[src/rtl/adc_if_pkg.sv]
package adc_if_pkg;
  localparam int CTRL_W    = 12;
  localparam int ADDR_W    = 2;
  localparam int WR_BIT    = 11;
  localparam int SEQ1_BIT  = 10;
  localparam int ADD_LO    = 6;
  localparam int PM_LO     = 4;
  localparam int SEQ0_BIT  = 3;
  localparam int RANGE_BIT = 1;
  localparam int CODE_BIT  = 0;

  typedef struct packed {
    logic [1:0]        seq;
    logic [ADDR_W-1:0] add;
    logic [1:0]        pm;
    logic              rng;
    logic              code;
  } ctrl_t;

  localparam ctrl_t CTRL_RST = '{seq: 2'b00, add: '0, pm: 2'b11, rng: 1'b0, code: 1'b0};

  function automatic ctrl_t decode_word(logic [CTRL_W-1:0] w);
    ctrl_t c;
    c.seq  = {w[SEQ1_BIT], w[SEQ0_BIT]};
    c.add  = w[ADD_LO +: ADDR_W];
    c.pm   = w[PM_LO +: 2];
    c.rng  = w[RANGE_BIT];
    c.code = w[CODE_BIT];
    return c;
  endfunction
endpackage

[src/rtl/adc_if_sync.sv]
module adc_if_sync #(
  parameter int SYNC_STAGES = 2
) (
  input  logic clk_i,
  input  logic rst_ni,
  input  logic cs_ni,
  input  logic sclk_i,
  input  logic din_i,
  output logic cs_o,
  output logic din_o,
  output logic sclk_fall_o,
  output logic cs_fall_o
);
  localparam int N = (SYNC_STAGES < 2) ? 2 : SYNC_STAGES;

  logic [N-1:0] cs_q, sclk_q, din_q;
  logic         sclk_d, cs_d;

  always_ff @(posedge clk_i or negedge rst_ni) begin
    if (!rst_ni) begin
      cs_q   <= '1;
      sclk_q <= '0;
      din_q  <= '0;
      sclk_d <= 1'b0;
      cs_d   <= 1'b1;
    end else begin
      cs_q   <= {cs_q[N-2:0], cs_ni};
      sclk_q <= {sclk_q[N-2:0], sclk_i};
      din_q  <= {din_q[N-2:0], din_i};
      sclk_d <= sclk_q[N-1];
      cs_d   <= cs_q[N-1];
    end
  end

  assign cs_o        = cs_q[N-1];
  assign din_o       = din_q[N-1];
  // falling edges count only inside a frame
  assign sclk_fall_o = sclk_d & ~sclk_q[N-1] & ~cs_q[N-1];
  assign cs_fall_o   = cs_d & ~cs_q[N-1];
endmodule

[src/rtl/adc_if_rx.sv]
module adc_if_rx
  import adc_if_pkg::*;
#(
  parameter int FRAME_LEN = 16,
  parameter int CHAN_EDGE = 14,
  localparam int CNT_W    = $clog2(FRAME_LEN + 1)
) (
  input  logic              clk_i,
  input  logic              rst_ni,
  input  logic              din_i,
  input  logic              fall_i,
  input  logic              cs_fall_i,
  output ctrl_t             ctrl_o,
  output logic [ADDR_W-1:0] chan_o,
  output logic [CNT_W-1:0]  edge_cnt_o
);
  localparam logic [CNT_W-1:0] LOAD_AT = CNT_W'(CTRL_W);
  localparam logic [CNT_W-1:0] CHAN_AT = CNT_W'(CHAN_EDGE);
  localparam logic [CNT_W-1:0] LAST    = CNT_W'(FRAME_LEN);

  logic [CNT_W-1:0]  cnt, cnt_nxt;
  logic [CTRL_W-1:0] sh, word_nxt;
  logic              step;

  assign step     = fall_i && (cnt < LAST);
  assign cnt_nxt  = cnt + 1'b1;
  assign word_nxt = {sh[CTRL_W-2:0], din_i};

  always_ff @(posedge clk_i or negedge rst_ni) begin
    if (!rst_ni) begin
      cnt    <= LAST;
      sh     <= '0;
      ctrl_o <= CTRL_RST;
      chan_o <= '0;
    end else if (cs_fall_i) begin
      cnt <= '0;
      sh  <= '0;
    end else if (step) begin
      cnt <= cnt_nxt;
      if (cnt < LOAD_AT) sh <= word_nxt;
      if (cnt_nxt == LOAD_AT && word_nxt[WR_BIT]) ctrl_o <= decode_word(word_nxt);
      if (cnt_nxt == CHAN_AT) chan_o <= ctrl_o.add;
    end
  end

  assign edge_cnt_o = cnt;
endmodule

[src/rtl/adc_if_tx.sv]
module adc_if_tx
  import adc_if_pkg::*;
#(
  parameter int FRAME_LEN = 16,
  parameter int DATA_W    = 12,
  localparam int PAD_W    = FRAME_LEN - ADDR_W - DATA_W
) (
  input  logic              clk_i,
  input  logic              rst_ni,
  input  logic              cs_i,
  input  logic              fall_i,
  input  logic              cs_fall_i,
  input  logic [DATA_W-1:0] sample_i,
  input  logic [ADDR_W-1:0] chan_i,
  input  logic              code_i,
  output logic              dout_o,
  output logic              dout_oe_o
);
  logic [FRAME_LEN-1:0] sr;
  logic [DATA_W-1:0]    coded;

  // straight binary to twos complement: flip the MSB
  assign coded = code_i ? sample_i : {~sample_i[DATA_W-1], sample_i[DATA_W-2:0]};

  always_ff @(posedge clk_i or negedge rst_ni) begin
    if (!rst_ni)        sr <= '0;
    else if (cs_fall_i) sr <= {{PAD_W{1'b0}}, chan_i, coded};
    else if (fall_i)    sr <= {sr[FRAME_LEN-2:0], 1'b0};
  end

  assign dout_o    = sr[FRAME_LEN-1];
  assign dout_oe_o = ~cs_i;
endmodule

[src/rtl/adc_frame_if.sv]
module adc_frame_if
  import adc_if_pkg::*;
#(
  parameter int FRAME_LEN   = 16,
  parameter int CHAN_EDGE   = 14,
  parameter int DATA_W      = 12,
  parameter int SYNC_STAGES = 2,
  localparam int CNT_W      = $clog2(FRAME_LEN + 1)
) (
  input  logic              clk_i,
  input  logic              rst_ni,
  input  logic              cs_ni,
  input  logic              sclk_i,
  input  logic              din_i,
  input  logic [DATA_W-1:0] sample_i,
  output logic              dout_o,
  output logic              dout_oe_o,
  output logic [ADDR_W-1:0] chan_o,
  output logic [1:0]        pm_o,
  output logic [1:0]        seq_o,
  output logic              range_o,
  output logic              coding_o
);
  logic             cs_s, din_s, sclk_fall, cs_fall;
  logic [CNT_W-1:0] edge_cnt;
  ctrl_t            ctrl;

  adc_if_sync #(.SYNC_STAGES(SYNC_STAGES)) u_sync (
    .clk_i, .rst_ni, .cs_ni, .sclk_i, .din_i,
    .cs_o(cs_s), .din_o(din_s), .sclk_fall_o(sclk_fall), .cs_fall_o(cs_fall)
  );

  adc_if_rx #(.FRAME_LEN(FRAME_LEN), .CHAN_EDGE(CHAN_EDGE)) u_rx (
    .clk_i, .rst_ni, .din_i(din_s), .fall_i(sclk_fall), .cs_fall_i(cs_fall),
    .ctrl_o(ctrl), .chan_o(chan_o), .edge_cnt_o(edge_cnt)
  );

  adc_if_tx #(.FRAME_LEN(FRAME_LEN), .DATA_W(DATA_W)) u_tx (
    .clk_i, .rst_ni, .cs_i(cs_s), .fall_i(sclk_fall), .cs_fall_i(cs_fall),
    .sample_i, .chan_i(chan_o), .code_i(ctrl.code),
    .dout_o, .dout_oe_o
  );

  assign pm_o     = ctrl.pm;
  assign seq_o    = ctrl.seq;
  assign range_o  = ctrl.rng;
  assign coding_o = ctrl.code;
endmodule

[config.mk]
export PLATFORM = sky130hd
export DESIGN_NAME = adc_frame_if
export DESIGN_NICKNAME = d
export VERILOG_FILES = /design/src/rtl/adc_if_pkg.sv /design/src/rtl/adc_if_sync.sv /design/src/rtl/adc_if_rx.sv /design/src/rtl/adc_if_tx.sv /design/src/rtl/adc_frame_if.sv
export SDC_FILE = /design/constraint.sdc
export NUM_CORES = 1
export LEC_CHECK = 0
export BUFFER_PORTS_ARGS = -buffer_cell sky130_fd_sc_hd__buf_2
export CAP_MARGIN = 20
export CORE_MARGIN = 3
export CORE_UTILIZATION = 40
export CTS_BUF_LIST = sky130_fd_sc_hd__clkbuf_4
export DETAILED_ROUTE_END_ITERATION = 12
export GPL_TIMING_DRIVEN = 1
export HOLD_SLACK_MARGIN = 0.05
export PLACE_DENSITY = 0.62
export SLEW_MARGIN = 40
export SYNTH_ARGS = -nofsm -noshare
export SYNTH_HDL_FRONTEND = slang
export SYNTH_SLANG_ARGS = --single-unit
export TNS_END_PERCENT = 20
[constraint.sdc]
create_clock -name clk_i -period 3.4 [get_ports clk_i]
set_input_delay 0.51 -clock clk_i [delete_from_list [all_inputs] [get_ports clk_i]]
set_output_delay 0.51 -clock clk_i [all_outputs]
set_load 0.02 [all_outputs]
Word level (Yosys, flattened, before mapping)
Cells that the tools add are included.
{ "totals": {"reg_bits": 50, "latch_bits": 0, "mem_bits_rw": 0, "mem_bits_ro": 0, "in_bits": 17, "out_inout_bits": 10, "memories": 0} }
{ "classes": {"addsub": 1, "mul": 0, "n_div": 0, "magnitude_cmp": 2, "eq_ne": 2, "n_shift": 0, "muxes": 8, "bitwise": 7, "n_reduce_logical": 8} }
{ "op_table": {"columns": ["op", "n"], "rows": [
  ["two-way mux 11 bit", 3],
  ["two-way mux 16 bit", 2],
  ["two-way mux 12 bit", 1],
  ["equality test 5 x 4 -> 1 bit, second input constant", 2],
  ["two-way mux 5 bit", 2],
  ["AND reduction 3 bit", 2],
  ["nonzero test 2 bit", 3],
  ["adder 5 x 1 -> 5 bit, second input constant", 1],
  ["< comparator 5 x 4 -> 1 bit, second input constant", 1],
  ["< comparator 5 bit, second input constant", 1],
  ["NOT 1 bit", 4],
  ["bitwise AND 1 bit", 3],
  ["logical AND 1 bit", 2],
  ["AND reduction 2 bit", 1]
]} }

Logic depth before layout (Yosys ltp)
{ "depth": {"word_depth": 6, "ltp_mapped": 6, "depth_no_buf": 5} }

By module
Synthesis repeated with hierarchy kept, for this count alone.
{ "unflattened": {"hier_cells": 185, "hier_area_um2": 2119.5} }
{ "modules_own_cells": {"columns": ["mod", "instances", "cells_each", "area_per_inst_um2", "seq_area_each_um2"], "rows": [
  ["adc_if_rx", 1, 107, 1149.9, 654.4],
  ["adc_if_tx", 1, 68, 747.0, 400.4],
  ["adc_if_sync", 1, 10, 222.7, 203.9]
]} }

Worst setup path before layout
Ideal clock, no wire load.
{ "synth_timing": {"kind": "reg2reg", "from": "register u_rx.cnt[0], in the netlist u_rx.edge_cnt_o[0]", "to": "register u_rx.ctrl_o[0] (netlist name)", "setup_time_ps": 125, "arrival_time_ps": 1759, "required_ps": 3275, "setup_slack_ps": 1517, "stages_incl_launch_ff": 6, "path_buffers": 0, "synth_period_minus_slack_ps": 1883, "path_cell_list": "dfrtp_1 -> ha_1 -> xor2_1 -> nand2_4 -> nor4_4 -> mux2_2"} }
{ "synth_via": {"elab_chain_len": 4} }
{ "synth_rtl": {"columns": ["element", "line_no", "text"], "rows": [
  ["start, declared", "adc_if_rx.sv:21", "logic [CNT_W-1:0] cnt, cnt_nxt;"],
  ["start signal, assigned", "adc_if_rx.sv:39", "cnt <= cnt_nxt;"],
  ["adder 5 x 1 -> 5 bit", "adc_if_rx.sv:26", "assign cnt_nxt = cnt + 1'b1;"],
  ["equality test 5 x 4 -> 1 bit", "adc_if_rx.sv:41", "if (cnt_nxt == LOAD_AT && word_nxt[WR_BIT]) ctrl_o <= decode_word(word_nxt);"],
  ["logical AND 1 bit", "adc_if_rx.sv:41", null],
  ["AND reduction 3 bit (no line) (*)", null, null],
  ["end signal, assigned", "adc_if_rx.sv:41", null],
  ["end, declared", "adc_if_rx.sv:13", "output ctrl_t ctrl_o,"]
]} }
Every way passes the cells marked *; elsewhere a longest branch is shown, timed or not.
A chain may end at the register's enable or synchronous reset.

Final worst setup path
{ "layout_timing": {"from": "register u_sync.sclk_q[1]", "to": "register u_rx.ctrl_o[0] (netlist name)"} }
{ "layout_via": {"elab_chain_len": 5} }
{ "layout_rtl": {"columns": ["element", "line_no", "text"], "rows": [
  ["start, declared", "adc_if_sync.sv:16", "logic [N-1:0] cs_q, sclk_q, din_q;"],
  ["start signal, assigned", "adc_if_sync.sv:28", "sclk_q <= {sclk_q[N-2:0], sclk_i};"],
  ["NOT 1 bit", "adc_if_sync.sv:38", "assign sclk_fall_o = sclk_d & ~sclk_q[N-1] & ~cs_q[N-1];"],
  ["bitwise AND 1 bit (2 in a row)", "adc_if_sync.sv:38", null],
  ["logical AND 1 bit", "adc_if_rx.sv:25", "assign step = fall_i && (cnt < LAST);"],
  ["AND reduction 3 bit (no line)", null, null]
]} }
Every way passes these cells.

==> flow_metrics.env <==
export IMPL_outcome="completed"
export IMPL_grt_max_degree=50
export IMPL_cts_buffers=5
export IMPL_gp_congestion=0.704
export IMPL_multiInputGateArea_um2=787
export IMPL_slowest_stage="nor4_4"
export IMPL_yosysTopAreaCellShare_pct=51.9
export IMPL_die_y_um=78.8
export IMPL_grt_ovfl_total=0
export IMPL_slew_violations=0
export IMPL_die_area_um2=6210
export IMPL_path_buf_inv=0
export IMPL_yosysWarnings=0
export IMPL_grt_pass1_wl_um=6170
export IMPL_dpl_hpwl_um=2240
export IMPL_peakVddDrop_v=0.000247
export IMPL_area_delta_synth_final_pct=12.6
export IMPL_wl_per_cell_um=12.5
export IMPL_whs_ns=0.143
export IMPL_antenna_found_initial=0
export IMPL_maxCapViolCount=0
export IMPL_yosysSeqAreaShare_pct=59.4
export IMPL_grt_pass1_vias=1303
export IMPL_coreArea_um2=4910
export IMPL_port_buffer_count=26
export IMPL_synthAdderAreaFrac_pct=1.77
export IMPL_rsz0062_at_grt="false"
export IMPL_synth_compound_area_share_pct=6.32
export IMPL_synth_edf_count=0
export IMPL_min_period_ns=2.11
export IMPL_antenna_left=0
export IMPL_yosys_area_top_type="dfrtp_1"
export IMPL_antenna_cells=0
export IMPL_syn_avg_cell_area_um2=11.5
export IMPL_synth_simple_area_share_pct=13.5
export IMPL_ys_flop_type="dfrtp_1"
export IMPL_syn_nets=204
export IMPL_path_class="register to register"
export IMPL_via_per_inst=4.74
export IMPL_post_route_period_util_pct=62.2
export IMPL_cts_tree="built"
export IMPL_totalWireLength_um=3430
export IMPL_initial_core_util_pct=43.2
export IMPL_yosys_area_share_xor_xnor_pct=2.48
export IMPL_synth_distinct_cells=28
export IMPL_cts_sinks=50
export IMPL_finClkSkew_ns=0.0130
export IMPL_finish_instance_area_um2=2390
export IMPL_required_ns=3.64
export IMPL_fillers=463
export IMPL_ctsResizeCount=0
export IMPL_clkSlewWorstSetupHoldPaths_ns=0.13
export IMPL_nets=225
export IMPL_async_flop_share_pct=100
export IMPL_synthMuxAreaShare_pct=12.9
export IMPL_syn_area_um2=2120
export IMPL_hold_viol_final=0
export IMPL_cts_setup_buffers=0
export IMPL_yosys_top_cells_area="dfrtp_1 52%, mux2i_1 7.6%, dfstp_2 7.4%"
export IMPL_drt_iter0_drc=77
export IMPL_synthCells=184
export IMPL_crit_fanout=8
export IMPL_cts_buffer_depth=2
export IMPL_holdCritPathClass="input port to async pin"
export IMPL_yosysMostFrequentCell="dfrtp_1"
export IMPL_drc_errors=0
export IMPL_ios=27
export IMPL_tightest_slew_ns=0.752
export IMPL_r2r_slack_ns=1.29
export IMPL_worst_setup_path_start_kind="register"
export IMPL_crit_chain="nor4b_4 > nand2_4 > nor4_4 > mux2_2"
export IMPL_p_leak_nw=1.10
export IMPL_synth_top_family_by_area="simple AND/OR/NAND/NOR gates"
export IMPL_final_setup_viol_count=0
export IMPL_drtPass1Iterations=4
export IMPL_fin_setup_tns_ns=0
export IMPL_placementRows=25
export IMPL_dpl_cell_area_um2=2280
export IMPL_synthTopCellsByCount="44 x dfrtp_1, 40 x nand2_1, 16 x mux2i_1"
export IMPL_ys_ff_latch=50
export IMPL_seq_area_um2=1260
export IMPL_relSlewSlack_pct=49.9
export IMPL_htree_levels=2
export IMPL_drive_gt1_share_pct=27.7
export IMPL_clockRootBuffer="clkbuf_4"
export IMPL_num_vias=1294
export IMPL_critPathCaptureType="register"
export IMPL_max_freq_ghz=0.473
export IMPL_critPathTopFamily="simple AND/OR/NAND/NOR gates"
export IMPL_insertion_delay_ns=0.35
export IMPL_p_per_area_nw_per_um2=478
export IMPL_die_width_um=78.8
export IMPL_cts_hold_buf=0
export IMPL_finalPower_mw=1.14
export IMPL_worst_path_largest_cell_delay_ns=0.54
export IMPL_arrival_ns=2.36
export IMPL_grt_use_total_pct=12.5
==> worst reg2reg max path, stage by stage, from the launching register on <==
cell and delay [ns]:
dfrtp_1 0.45, nor4b_4 0.53, nand2_4 0.09, nor4_4 0.54, mux2_2 0.40
==> area by class of cell <==
| class | instances | area share (%) |
|---|---|---|
| tap | 67 | 3.51 |
| clock buffer | 5 | 1.57 |
| clock inverter | 3 | 2.67 |
| sequential | 50 | 52.8 |
| multi-input combinational | 118 | 33.0 |
| inverter | 2 | 0.315 |
| timing repair buffer | 28 | 6.19 |
==> where the power goes <==
part / total, mW / leakage, nW / internal [mW] / switching (mW)
logic: 0.0843 / 0.407 / 0.0370 / 0.0473
clock network: 0.401 / 0.0528 / 0.227 / 0.175
registers: 0.654 / 0.644 / 0.630 / 0.0238
total: 1.14 / 1.10 / 0.894 / 0.246
==> per-layer routing <==
metal | track usage [%] | part of all wire, % | up-vias
met1 | 17.9 | 50 | 622
met3 | 3.29 | 4.4 | 5
met2 | 18.3 | 44 | 21
li1 | - | - | 646
met4 | 4.20 | 1.1 | 0
met5 | 0 | 0 | -
==> cells in the final DEF (no fill, tap or decap) <==
master / count
buf_2: 25
xor2_1: 4
nor4b_4: 1
nand2b_1: 1
nand2_4: 1
nand4_1: 1
and2_2: 1
bufinv_16: 2
o21ai_0: 14
nor4b_1: 1
and2b_2: 1
a41oi_1: 1
mux2_2: 10
a21oi_1: 11
clkbuf_4: 5
nor3b_2: 1
inv_1: 2
nor2b_1: 1
dfstp_2: 6
xnor2_1: 2
mux2i_1: 16
nor2_1: 6
clkinv_1: 1
nand2_1: 40
buf_4: 3
ha_1: 3
dfrtp_1: 44
nor4_4: 1
nand3_1: 1
==> metrics by stage <==
step	cells	worst slack, ns	utilization, %
after floorplan	184	1.52	-
after global placement	265	1.30	46.5
after detailed placement	265	1.27	46.5
after CTS	273	1.25	48.6
after global routing	273	1.11	48.6
final	273	1.29	48.6
==> cells by family after synthesis <==
| group | after synthesis |
|---|---|
| AOI/OAI and AO/OA | 26 |
| xor gates and xnor gates | 6 |
| adders and majority gates | 3 |
| buffers and inverters | 16 |
| DFF | 50 |
| muxes | 26 |
| and+or+nand+nor | 57 |
==> state kept, by name, summed over array words and instances (netlist names) <==
| name | flops |
|---|---|
| u_sync.sclk_q | 2 |
| u_sync.cs_q | 2 |
| u_sync.sclk_d | 1 |
| u_rx.edge_cnt_o | 5 |
| u_rx.sh | 11 |
| u_rx.chan_o | 2 |
| u_sync.cs_d | 1 |
| u_sync.din_q | 2 |
| u_tx.sr | 16 |
| u_rx.ctrl_o | 8 |
==> final timing paths <==
path	cells past startpoint	endpoint	start
worst max-delay path	4	u_rx.ctrl_o[0]	u_sync.sclk_q[1]
min in group clk_i	1	u_sync.cs_q[0]	cs_ni
worst min register to register	0	u_sync.sclk_q[1]	u_sync.sclk_q[0]
max in group asynchronous	2	u_sync.cs_q[1]	rst_ni
worst max register to register	4	u_rx.ctrl_o[0]	u_sync.sclk_q[1]
worst min-delay path	1	u_sync.sclk_d	rst_ni
Note: power is estimated with default switching activity, not from simulation.
